### src/rtl/ras_pkg.sv
package ras_pkg;

    localparam int RAS_COST_W = 4;

    typedef enum logic [1:0] {
        RET_CORRECT = 2'd0,
        RET_UNPRED  = 2'd1,
        RET_MISPRED = 2'd2
    } ret_kind_e;

    typedef struct packed {
        ret_kind_e              kind;
        logic [RAS_COST_W-1:0]  cost;
        logic                   redirect;
        logic                   abort;
    } ret_flags_t;

    function automatic logic [RAS_COST_W-1:0] ret_cost(input ret_kind_e k);
        case (k)
            RET_CORRECT: ret_cost = RAS_COST_W'(2);
            RET_MISPRED: ret_cost = RAS_COST_W'(9);
            default:     ret_cost = RAS_COST_W'(8);
        endcase
    endfunction

    function automatic ret_flags_t classify(input logic had_pred, input logic match);
        ret_flags_t f;
        if (!had_pred)   f.kind = RET_UNPRED;
        else if (match)  f.kind = RET_CORRECT;
        else             f.kind = RET_MISPRED;
        f.cost     = ret_cost(f.kind);
        f.redirect = (f.kind != RET_CORRECT);
        f.abort    = (f.kind == RET_MISPRED);
        return f;
    endfunction

endpackage

### src/rtl/ras_stack.sv
module ras_stack #(
    parameter int AW    = 32,
    parameter int DEPTH = 4
) (
    input  logic          clk,
    input  logic          rst,
    input  logic          push,
    input  logic [AW-1:0] push_pc,
    input  logic          pop,
    output logic          top_valid,
    output logic [AW-1:0] top_pc
);
    localparam int PW = (DEPTH > 1) ? $clog2(DEPTH) : 1;

    logic [PW-1:0]    top_q;
    logic [PW-1:0]    above;
    logic [PW-1:0]    below;
    logic [DEPTH-1:0] vld_q;
    logic [AW-1:0]    pc_q [DEPTH];
    logic             hit_pop;
    logic [PW-1:0]    wr_idx;
    logic             wr_en;

    assign above     = top_q + PW'(1);
    assign below     = top_q - PW'(1);
    assign top_valid = vld_q[top_q];
    assign top_pc    = pc_q[top_q];
    assign hit_pop   = pop && top_valid;

    // Pop and push together: the pushed PC overwrites the popped top slot.
    assign wr_en  = push;
    assign wr_idx = hit_pop ? top_q : above;

    always_ff @(posedge clk) begin
        if (rst) begin
            top_q <= '0;
        end else if (hit_pop && !push) begin
            top_q <= below;
        end else if (push && !hit_pop) begin
            top_q <= above;
        end
    end

    for (genvar i = 0; i < DEPTH; i++) begin : g_entry
        always_ff @(posedge clk) begin
            if (rst) begin
                vld_q[i] <= 1'b0;
            end else if (wr_en && wr_idx == PW'(i)) begin
                vld_q[i] <= 1'b1;
            end else if (hit_pop && top_q == PW'(i)) begin
                vld_q[i] <= 1'b0;
            end
        end

        always_ff @(posedge clk) begin
            if (wr_en && wr_idx == PW'(i)) begin
                pc_q[i] <= push_pc;
            end
        end
    end

endmodule

### src/rtl/ras_verify.sv
module ras_verify
    import ras_pkg::*;
#(
    parameter int AW = 32
) (
    input  logic                  clk,
    input  logic                  rst,
    input  logic                  ret_fetch,
    input  logic                  top_valid,
    input  logic [AW-1:0]         top_pc,
    input  logic                  verify_valid,
    input  logic [AW-1:0]         verify_addr,
    output logic                  res_valid,
    output ret_flags_t            res_flags,
    output logic [AW-1:0]         res_target
);
    logic          pend_q;
    logic          pend_hit_q;
    logic [AW-1:0] pend_pc_q;
    ret_flags_t    now_flags;

    assign now_flags = classify(pend_q && pend_hit_q, pend_pc_q == verify_addr);

    always_ff @(posedge clk) begin
        if (rst) begin
            pend_q     <= 1'b0;
            pend_hit_q <= 1'b0;
            pend_pc_q  <= '0;
        end else if (ret_fetch) begin
            pend_q     <= 1'b1;
            pend_hit_q <= top_valid;
            pend_pc_q  <= top_pc;
        end else if (verify_valid) begin
            pend_q     <= 1'b0;
        end
    end

    always_ff @(posedge clk) begin
        if (rst) begin
            res_valid  <= 1'b0;
            res_flags  <= '0;
            res_target <= '0;
        end else begin
            res_valid <= verify_valid;
            if (verify_valid) begin
                res_flags  <= now_flags;
                res_target <= verify_addr;
            end
        end
    end

endmodule

### src/rtl/ras_predictor.sv
module ras_predictor
    import ras_pkg::*;
#(
    parameter int AW    = 32,
    parameter int DEPTH = 4
) (
    input  logic                  clk,
    input  logic                  rst,
    input  logic                  call_valid,
    input  logic [AW-1:0]         call_pc,
    input  logic                  ret_fetch,
    output logic                  pred_hit,
    output logic [AW-1:0]         pred_target,
    input  logic                  verify_valid,
    input  logic [AW-1:0]         verify_addr,
    output logic                  res_valid,
    output logic [1:0]            res_kind,
    output logic [RAS_COST_W-1:0] res_cost,
    output logic                  res_redirect,
    output logic                  res_abort,
    output logic [AW-1:0]         res_target
);
    logic          top_valid;
    logic [AW-1:0] top_pc;
    ret_flags_t    flags;

    ras_stack #(.AW(AW), .DEPTH(DEPTH)) u_stack (
        .clk       (clk),
        .rst       (rst),
        .push      (call_valid),
        .push_pc   (call_pc),
        .pop       (ret_fetch),
        .top_valid (top_valid),
        .top_pc    (top_pc)
    );

    ras_verify #(.AW(AW)) u_verify (
        .clk          (clk),
        .rst          (rst),
        .ret_fetch    (ret_fetch),
        .top_valid    (top_valid),
        .top_pc       (top_pc),
        .verify_valid (verify_valid),
        .verify_addr  (verify_addr),
        .res_valid    (res_valid),
        .res_flags    (flags),
        .res_target   (res_target)
    );

    assign pred_hit     = ret_fetch && top_valid;
    assign pred_target  = top_pc;
    assign res_kind     = flags.kind;
    assign res_cost     = flags.cost;
    assign res_redirect = flags.redirect;
    assign res_abort    = flags.abort;

endmodule

### config.mk
export PLATFORM = sky130hd
export DESIGN_NAME = ras_predictor
export DESIGN_NICKNAME = d
export VERILOG_FILES = /design/src/rtl/ras_pkg.sv /design/src/rtl/ras_stack.sv /design/src/rtl/ras_verify.sv /design/src/rtl/ras_predictor.sv
export SDC_FILE = /design/constraint.sdc
export NUM_CORES = 1
export LEC_CHECK = 0
export ABC_AREA = 1
export BUFFER_PORTS_ARGS = -buffer_cell sky130_fd_sc_hd__buf_2
export CELL_PAD_IN_SITES_DETAIL_PLACEMENT = 0
export CELL_PAD_IN_SITES_GLOBAL_PLACEMENT = 1
export CORE_MARGIN = 2
export CORE_UTILIZATION = 48
export CTS_BUF_LIST = sky130_fd_sc_hd__clkbuf_8
export DETAILED_ROUTE_END_ITERATION = 7
export PLACE_DENSITY = 0.95
export SLEW_MARGIN = 30
export SYNTH_ARGS = -nofsm -noshare
export SYNTH_HDL_FRONTEND = slang
export SYNTH_SLANG_ARGS = --single-unit
### constraint.sdc
create_clock -name clk -period 6.7 [get_ports clk]
set_input_delay 0.67 -clock clk [delete_from_list [all_inputs] [get_ports clk]]
set_output_delay 0.67 -clock clk [all_outputs]
set_load 0.03 [all_outputs]
# == Yosys cells after proc, flatten, opt, wreduce, memory -nomap -nowiden ==
# Memories as Yosys holds them, arrays and structs flattened. A register that Yosys moved wholly into a read port is not among the register bits.
# Cells that the tools add are included.
# totals
regBits,81
mem_bits_rw,128
in_bits,69
out_inout_bits,74
n_memories,1
# op_classes
n_addsub,2
magnitude_cmp,1
eq_ne,8
n_mux,37
reduce_logical,27
# mem_list
name,words,word_bits,rd,rd_clocked_by_memory_dff,wr,line_no,source
u_stack.pc_q,4,32,1,1,1,ras_stack.sv:19,logic [AW-1:0] pc_q [DEPTH];
# ops
operator,count
2-to-1 mux 32 bit,3
OR reduction 32 bit,3
equality test 32 bit,1
2-to-1 mux 1 bit,22
2-to-1 mux 2 bit,10
nonzero test 2 bit,7
logical AND 1 bit,12
equality test 2 bit (second input constant),5
one-hot mux 4 bit (2 select lines),1
logical NOT 2 bit,3
equality test 2 x 1 -> 1 bit (second input constant),2
< comparator 2 x 3 -> 1 bit (second input constant),1
adder 2 x 1 -> 2 bit (second input constant),1
binary-select mux 1 bit (select 2 bit),1
logical NOT 1 bit,2
subtractor 2 x 1 -> 2 bit (second input constant),1

# == Logic depth before layout (Yosys ltp) ==
# Gate-level depths: netlist of run 1.
# depth
word_depth,12
mapped_depth,10
depth_no_buf,10

# == Hierarchy ==
# Synthesis of run 1 repeated with hierarchy kept, for this count alone.
# unflattened
hier_cells,776
area_unflattened_um2,8156.6
# by_module_without_submodules
mod,n_inst,cells_per_inst,area_each_um2
ras_stack,1,378,5215.0
ras_verify,1,396,2934.1
ras_predictor,1,2,7.5

# == Least setup slack after synthesis of run 1 ==
# OpenSTA, ideal clock, no wires.
# synth_path
path_kind,register -> register
from,register u_stack.top_q[0]
to,memory u_stack.pc_q[1][0] (enable)
setup_time_ns,0.387
arrival_time_ns,1.751
slack_ns,4.562
stages_incl_launch_ff,8
synth_period_minus_slack_ns,2.138
path_cell_list,dfxtp_1 -> inv_2 -> ha_1 -> inv_1 -> nand2_1 -> o21ai_1 -> nand3_1 -> inv_1
# synth_via
elab_chain_cells,12
elab_cells_between_ends,30
# synth_rtl
item,line_no,source
start: declaration,ras_stack.sv:15,logic [PW-1:0] top_q;
start signal: assignment,ras_stack.sv:38,top_q <= below;
start signal: assignment,ras_stack.sv:40,top_q <= above;
binary-select mux 1 bit (select 2 bit),ras_stack.sv:26,assign top_valid = vld_q[top_q];
2-to-1 mux 1 bit (not written as such),ras_stack.sv:26,
logical AND 1 bit,ras_stack.sv:28,assign hit_pop = pop && top_valid;
2-to-1 mux 2 bit (*),ras_stack.sv:32,assign wr_idx = hit_pop ? top_q : above;
equality test 2 x 1 -> 1 bit,ras_stack.sv:56,if (wr_en && wr_idx == PW'(i)) begin
logical AND 1 bit,ras_stack.sv:56,
2-to-1 mux 1 bit,ras_stack.sv:56,
2-to-1 mux 1 bit (not written as such),ras_stack.sv:57,pc_q[i] <= push_pc;
OR reduction 32 bit (no line),-,
2-to-1 mux 2 bit (no line) or 2-to-1 mux 1 bit (tied branches) (3 in a row),-,
end: declaration,ras_stack.sv:19,
# Mark *: on every way between the ends. The rest lies on a longest branch, timed or not. The select of a mux whose other input is x is not followed.

==> results.yml, run 1 <==
synth:
  synth_ff_type: "edfxtp_1"
  synthCells: 764
  ys_seq_area_frac: 0.674
  synth_warnings: 0
  synthArstFlopShare: 0
  avgSynthCellArea_um2: 10.5
  ys_ff_latch: 207
  synth_cell_types: 24
  synth_area_um2: 8050
  synth_fp_nets: 838
  synth_edf_count: 128
floorplanning:
  io_pins: 143
  fp.dieH_um: 133
  row_count: 47
  core-area_um2: 16500
  start_util: 0.489
  dieArea_um2: 17800
  die_w_um: 133
global_route:
  grt_pass1_wl_um: 29000
  grt_antenna_before_repair: 2
  grtUsageTotal: 0.211
  grt_pass1_vias: 5540
  grt_max_degree: 65
  gr-total-overflow: 0
clocking:
  cts_hold_buf: 0
  cts_inserted_buffers: 34
  clockRootBuffer: "clkbuf_8"
  cts_setup_buffers: 0
  cts_buffer_depth: 3
  cts_resized: 0
  cts_sinks: 207
  ctsHtreeMaxLevel: 2
  clk_latency_ns: 0.51
  clk_pin_slew_ns: 0.06
  cts_tree: "yes"
drt:
  avgViaCountPerCell: 5.04
  firstDrtPassIters: 4
  drc: 0
  wl_um: 18800
  antenna_left: 0
  post_drt_wl_per_cell_um: 16.4
  drt_iter0_markers: 315
  routed-via-count: 5795
place:
  port_buffers: 141
  gp_routability_congestion: 0.876
  dpl.hpwl_um: 11800
  dp.cells: 1089
timing:
  setup_viol: 0
  finalCritPeriodShare: 0.441
  maxSlewViolCount: 0
  slew_headroom: 0.420
  timing.final.crit_period_ns: 2.95
  fin_skew_ns: 0.0185
  tns_ns: 0
  hold_viol_final: 0
  fmax_mhz: 339
  whs_ns: 0.367
  tightestPinTransition_ns: 0.869
  rsz0062_at_grt: "no"
run_status:
  status: "finished, final reports clean"
critical_path:
  worstSetupPathType: "reg2out"
  crit_chain: "clkinv_2 > o21ai_0 > o22ai_1 > buf_2"
  reg2reg_from: "u_stack.top_q[1]"
  cp-start-kind: "register"
  cp-end-kind: "output pin"
  required_ns: 6.03
  slowest_delay_ns: 0.63
  cp_slowest_cell: "clkinv_2"
  worstPathMaxFanout: 64
  crit_arrival_ns: 2.28
power_and_ir_drop:
  p_comb_frac: 0.272
  clock_power_share: 0.282
  power.leakage_nw: 3.84
  power.internal_w: 0.00239
  ir_worst_vdd_uv: 227
  p_seq_frac: 0.447
  powerDensity_nw_per_um2: 384
  p_sw_w: 0.00127
  p_sw_frac: 0.346
run:
  cap_violations: 0
finish:
  finalNonFillerCells: 1149
  postLayoutCoreUtil: 0.578
  syn_to_final_growth_pct: 18.3
  nets: 979
  drive_above_1_share: 0.218
min_path:
  hold_path.class: "in2reg"
  hold_path.startpoint: "call_pc[0]"
[critical path, delay by kind of cell, from the launching register on]
kind | cells | cell delay [ns]
flip-flops | 1 | 0.33
AO/OA/AOI/OAI | 2 | 0.59
buffers and inverters | 2 | 0.83
[placed cells by master (no fill, tap or decap)]
cell / count
diode_2: 1
nor2_1: 174
nand2_2: 2
clkinvlp_4: 1
xnor2_1: 21
nand3_1: 7
ha_1: 5
clkbuf_8: 38
clkinv_2: 5
conb_1: 1
a21oi_1: 23
o22ai_2: 3
edfxtp_1: 128
o21ai_0: 118
dfxtp_1: 78
dfxtp_2: 1
buf_2: 141
a211oi_1: 11
buf_4: 7
bufinv_16: 1
xor2_1: 1
o22ai_1: 29
o21ai_1: 6
nand2_1: 74
inv_2: 3
inv_1: 43
clkinv_1: 7
[per-stage QoR]
| step | power [W] | instance area [um^2] | setup slack, ns |
|---|---|---|---|
| 2_1_floorplan | 0.00233 | 8050 | 4.56 |
| 3_3_place_gp | 0.00264 | 8880 | 3.93 |
| 3_5_place_dp | 0.00266 | 8880 | 4.11 |
| 4_1_cts | 0.00369 | 9520 | 3.71 |
| 5_1_grt | 0.00385 | 9520 | 3.53 |
| 6_report | 0.00366 | 9520 | 3.75 |
[cell families (layout without fill, tap and decap cells)]
kind of cell	after synthesis	count (layout)	synth area share
AND/OR/NAND/NOR	257	257	0.122
flip-flops	207	207	0.674
AO/OA/AOI/OAI	190	190	0.129
buffers and inverters	82	246	0.0431
XOR/XNOR	22	22	0.0239
adder cells (fa/ha/maj)	5	5	0.00777
other	1	2	0.000466
[per-layer routing]
layer / GRT usage / routed length (um)
met5: 0 / 13
met4: 0.0644 / 328
met3: 0.0510 / 1190
met2: 0.334 / 8680
met1: 0.290 / 8600
[final cells by class]
type	count	area, um^2
antenna	1	2.50
clock buffer	38	523
clock inverter	21	114
fill	1472	6940
inverter	39	148
multi-input combinational	475	2270
sequential	207	5430
tap	220	275
timing repair buffer	148	758
[registers in the layout, indices dropped and copies added, names as in the netlist, named ones only]
signal / cells
u_verify.res_valid: 1
u_stack.pc_q: 128
u_verify.res_target: 32
u_stack.vld_q: 4
u_verify.pend_q: 1
u_verify.pend_hit_q: 1
u_verify.pend_pc_q: 32
u_stack.top_q: 2
u_verify.res_flags: 4
[worst paths after layout]
path,to,slack (ns),cells after the start
worst max-delay path,pred_target[26],3.75,4
worst min-delay path,u_stack.pc_q[2][0],0.37,1
worst max register to register,u_stack.pc_q[3][27],4.50,9
worst min register to register,u_stack.vld_q[0],0.47,2
[cell usage after synthesis (2+ instances only)]
master	count	area, um^2
a211oi_1	11	82.6
a21oi_1	23	115
nand3_1	7	35.0
inv_1	35	131
buf_4	7	52.6
o22ai_2	3	37.5
ha_1	5	62.6
nand2_2	2	12.5
clkbuf_1	25	93.8
clkbuf_2	2	10.0
buf_2	8	40.0
inv_2	3	11.3
nand2_1	74	278
edfxtp_1	128	3840
nor2_1	174	653
o21ai_0	118	591
o21ai_1	6	30.0
o22ai_1	29	181
dfxtp_1	79	1580
xnor2_1	21	184
[power groups by stage]
stage               sequential [W]  combinational, W  clock [W]
floorplan                  0.00168          0.000651          0
global placement           0.00166          0.000984          0
detailed placement         0.00166          0.000995          0
CTS                        0.00163          0.000999    0.00106
global route               0.00165           0.00108    0.00112
finish                     0.00163          0.000994    0.00103
(Power assumes the default switching activity.)
==> run 2, diff against run 1 <==
--- a/config.mk
+++ b/config.mk
@@ -10,10 +10,10 @@
 export CELL_PAD_IN_SITES_DETAIL_PLACEMENT = 0
 export CELL_PAD_IN_SITES_GLOBAL_PLACEMENT = 1
 export CORE_MARGIN = 2
-export CORE_UTILIZATION = 48
+export CORE_UTILIZATION = 45
 export CTS_BUF_LIST = sky130_fd_sc_hd__clkbuf_8
 export DETAILED_ROUTE_END_ITERATION = 7
-export PLACE_DENSITY = 0.95
+export PLACE_DENSITY = 0.93
 export SLEW_MARGIN = 30
 export SYNTH_ARGS = -nofsm -noshare
 export SYNTH_HDL_FRONTEND = slang
==> constraint.sdc (replaced) <==
create_clock -name clk -period 3.1 [get_ports clk]
set_input_delay 0.31 -clock clk [delete_from_list [all_inputs] [get_ports clk]]
set_output_delay 0.31 -clock clk [all_outputs]
set_load 0.03 [all_outputs]
==> results.yml, run 2 (same netlist as run 1, synthesis figures left out) <==
drt:
  firstDrtPassIters: 5
  routed-via-count: 5938
  wl_um: 19000
  drt_iter0_markers: 397
  antenna_left: 0
  avgViaCountPerCell: 4.99
  drc: 0
  post_drt_wl_per_cell_um: 16.0
clocking:
  cts_setup_buffers: 0
  cts_hold_buf: 32
  cts_resized: 0
  clockRootBuffer: "clkbuf_8"
  ctsHtreeMaxLevel: 2
  clk_latency_ns: 0.52
  clk_pin_slew_ns: 0.05
  cts_inserted_buffers: 36
  cts_sinks: 207
  cts_tree: "yes"
  cts_buffer_depth: 3
critical_path:
  worstPathMaxFanout: 37
  worstSetupPathType: "reg2out"
  reg2reg_from: "u_stack.top_q[1]"
  timing.rr.end: "u_stack.pc_q[3][29]"
  regToRegSetupSlack_ns: 1.00
  required_ns: 2.79
  cp-end-kind: "output pin"
  cp-start-kind: "register"
  rr_worst_depth: 11
  crit_arrival_ns: 2.24
power_and_ir_drop:
  clock_power_share: 0.277
  p_sw_w: 0.00277
  power.internal_w: 0.00517
  p_comb_frac: 0.277
  powerDensity_nw_per_um2: 804
  p_sw_frac: 0.349
  power.leakage_nw: 4.01
  p_seq_frac: 0.445
  ir_worst_vdd_uv: 469
finish:
  multi_input_area_um2: 2270
  drive_above_1_share: 0.210
  final_common_cell: "nor2_1"
  largest_register: "u_stack.pc_q"
  reg_top3: "u_stack.pc_q (128), u_verify.pend_pc_q (32), u_verify.res_target (32)"
  seq_area_um2: 5430
  syn_to_final_growth_pct: 22.8
  nets: 1017
  fillCellCount: 1513
  largest_reg_flops: 128
  mostFrequentLayoutCells: "174 x nor2_1, 141 x buf_2, 128 x edfxtp_1, 118 x o21ai_0, 78 x dfxtp_1"
  design_area_um2: 9880
floorplanning:
  die_w_um: 138
  core-area_um2: 17400
  dieArea_um2: 19000
  fp.dieH_um: 138
  row_count: 48
  io_pins: 143
  start_util: 0.462
place:
  pre_cts_ws_ns: 1.02
  postPlaceCellArea_um2: 8930
  port_buffers: 141
  gp_routability_congestion: 0.809
  dpl.hpwl_um: 12100
global_route:
  grtUsageTotal: 0.199
  grt_max_degree: 65
  gr-total-overflow: 0
  grt_antenna_before_repair: 1
  grt_pass1_wl_um: 28600
  grt_pass1_vias: 5493
timing:
  rsz0062_at_grt: "no"
  fmax_mhz: 392
  setup_viol: 0
  timing.final.crit_period_ns: 2.55
  tns_ns: 0
  timing.final.ws_setup_ns: 0.547
  finalCritPeriodShare: 0.823
  maxSlewViolCount: 0
  hold_viol_final: 0
  slew_headroom: 0.454
  tightestPinTransition_ns: 0.819
  fin_skew_ns: 0.0249
min_path:
  min_to: "u_verify.res_target[26]"
  holdPathStages: 3
  hold_path.class: "in2reg"
  hold_path.startpoint: "verify_addr[26]"
run_status:
  status: "finished, final reports clean"
run:
  cap_violations: 0
[run 2: layout make-up]
cell class,count,share of cell area
clock buffer,36,0.0502
timing repair buffer,184,0.113
clock inverter,22,0.0132
inverter,39,0.0148
antenna,1,0.000253
tap,225,0.0285
sequential,207,0.549
multi-input combinational,475,0.230
[run 2: through the flow]
step / util / std cells / hold slack (ns) / total power [W]
after floorplan: - / 764 / 0.388 / 0.00504
after global placement: 0.513 / 1098 / 0.452 / 0.00574
after detailed placement: 0.513 / 1098 / 0.458 / 0.00578
after CTS: 0.567 / 1188 / 0.0394 / 0.00801
after global routing: 0.567 / 1189 / 0.0536 / 0.00836
final: 0.567 / 1189 / 0.0612 / 0.00794
[run 2: worst max-delay path, stage by stage (launching register included)]
cell,delay [ns]
dfxtp_2,0.32
inv_2,0.48
buf_12,0.25
o21ai_0,0.09
o22ai_1,0.31
buf_2,0.28
[run 2: worst max-delay path by stage]
stage	slack, ns	to
2_1_floorplan	0.96	u_stack.pc_q[1][0]
3_3_place_gp	1.05	u_stack.pc_q[0][10]
3_5_place_dp	1.02	u_stack.pc_q[3][10]
4_1_cts	0.53	pred_target[8]
5_1_grt	0.41	pred_target[8]
6_report	0.55	pred_target[4]
[run 2: per-layer routing]
| metal | up-vias | part of all wire | track usage | wire, um |
|---|---|---|---|---|
| met5 | - | 0 | 0 | 0 |
| li1 | 2974 | - | - | - |
| met2 | 218 | 0.45 | 0.317 | 8620 |
| met1 | 2707 | 0.45 | 0.274 | 8610 |
| met3 | 39 | 0.071 | 0.0379 | 1350 |
| met4 | 0 | 0.024 | 0.0703 | 454 |
[run 2: power by group through the flow]
stage	sequential [W]	combinational, W	clock [W]
3_5_place_dp	0.00359	0.00218	0
4_1_cts	0.00354	0.00222	0.00225
6_report	0.00354	0.00220	0.00220
3_3_place_gp	0.00358	0.00216	0
5_1_grt	0.00357	0.00240	0.00238
2_1_floorplan	0.00363	0.00141	0
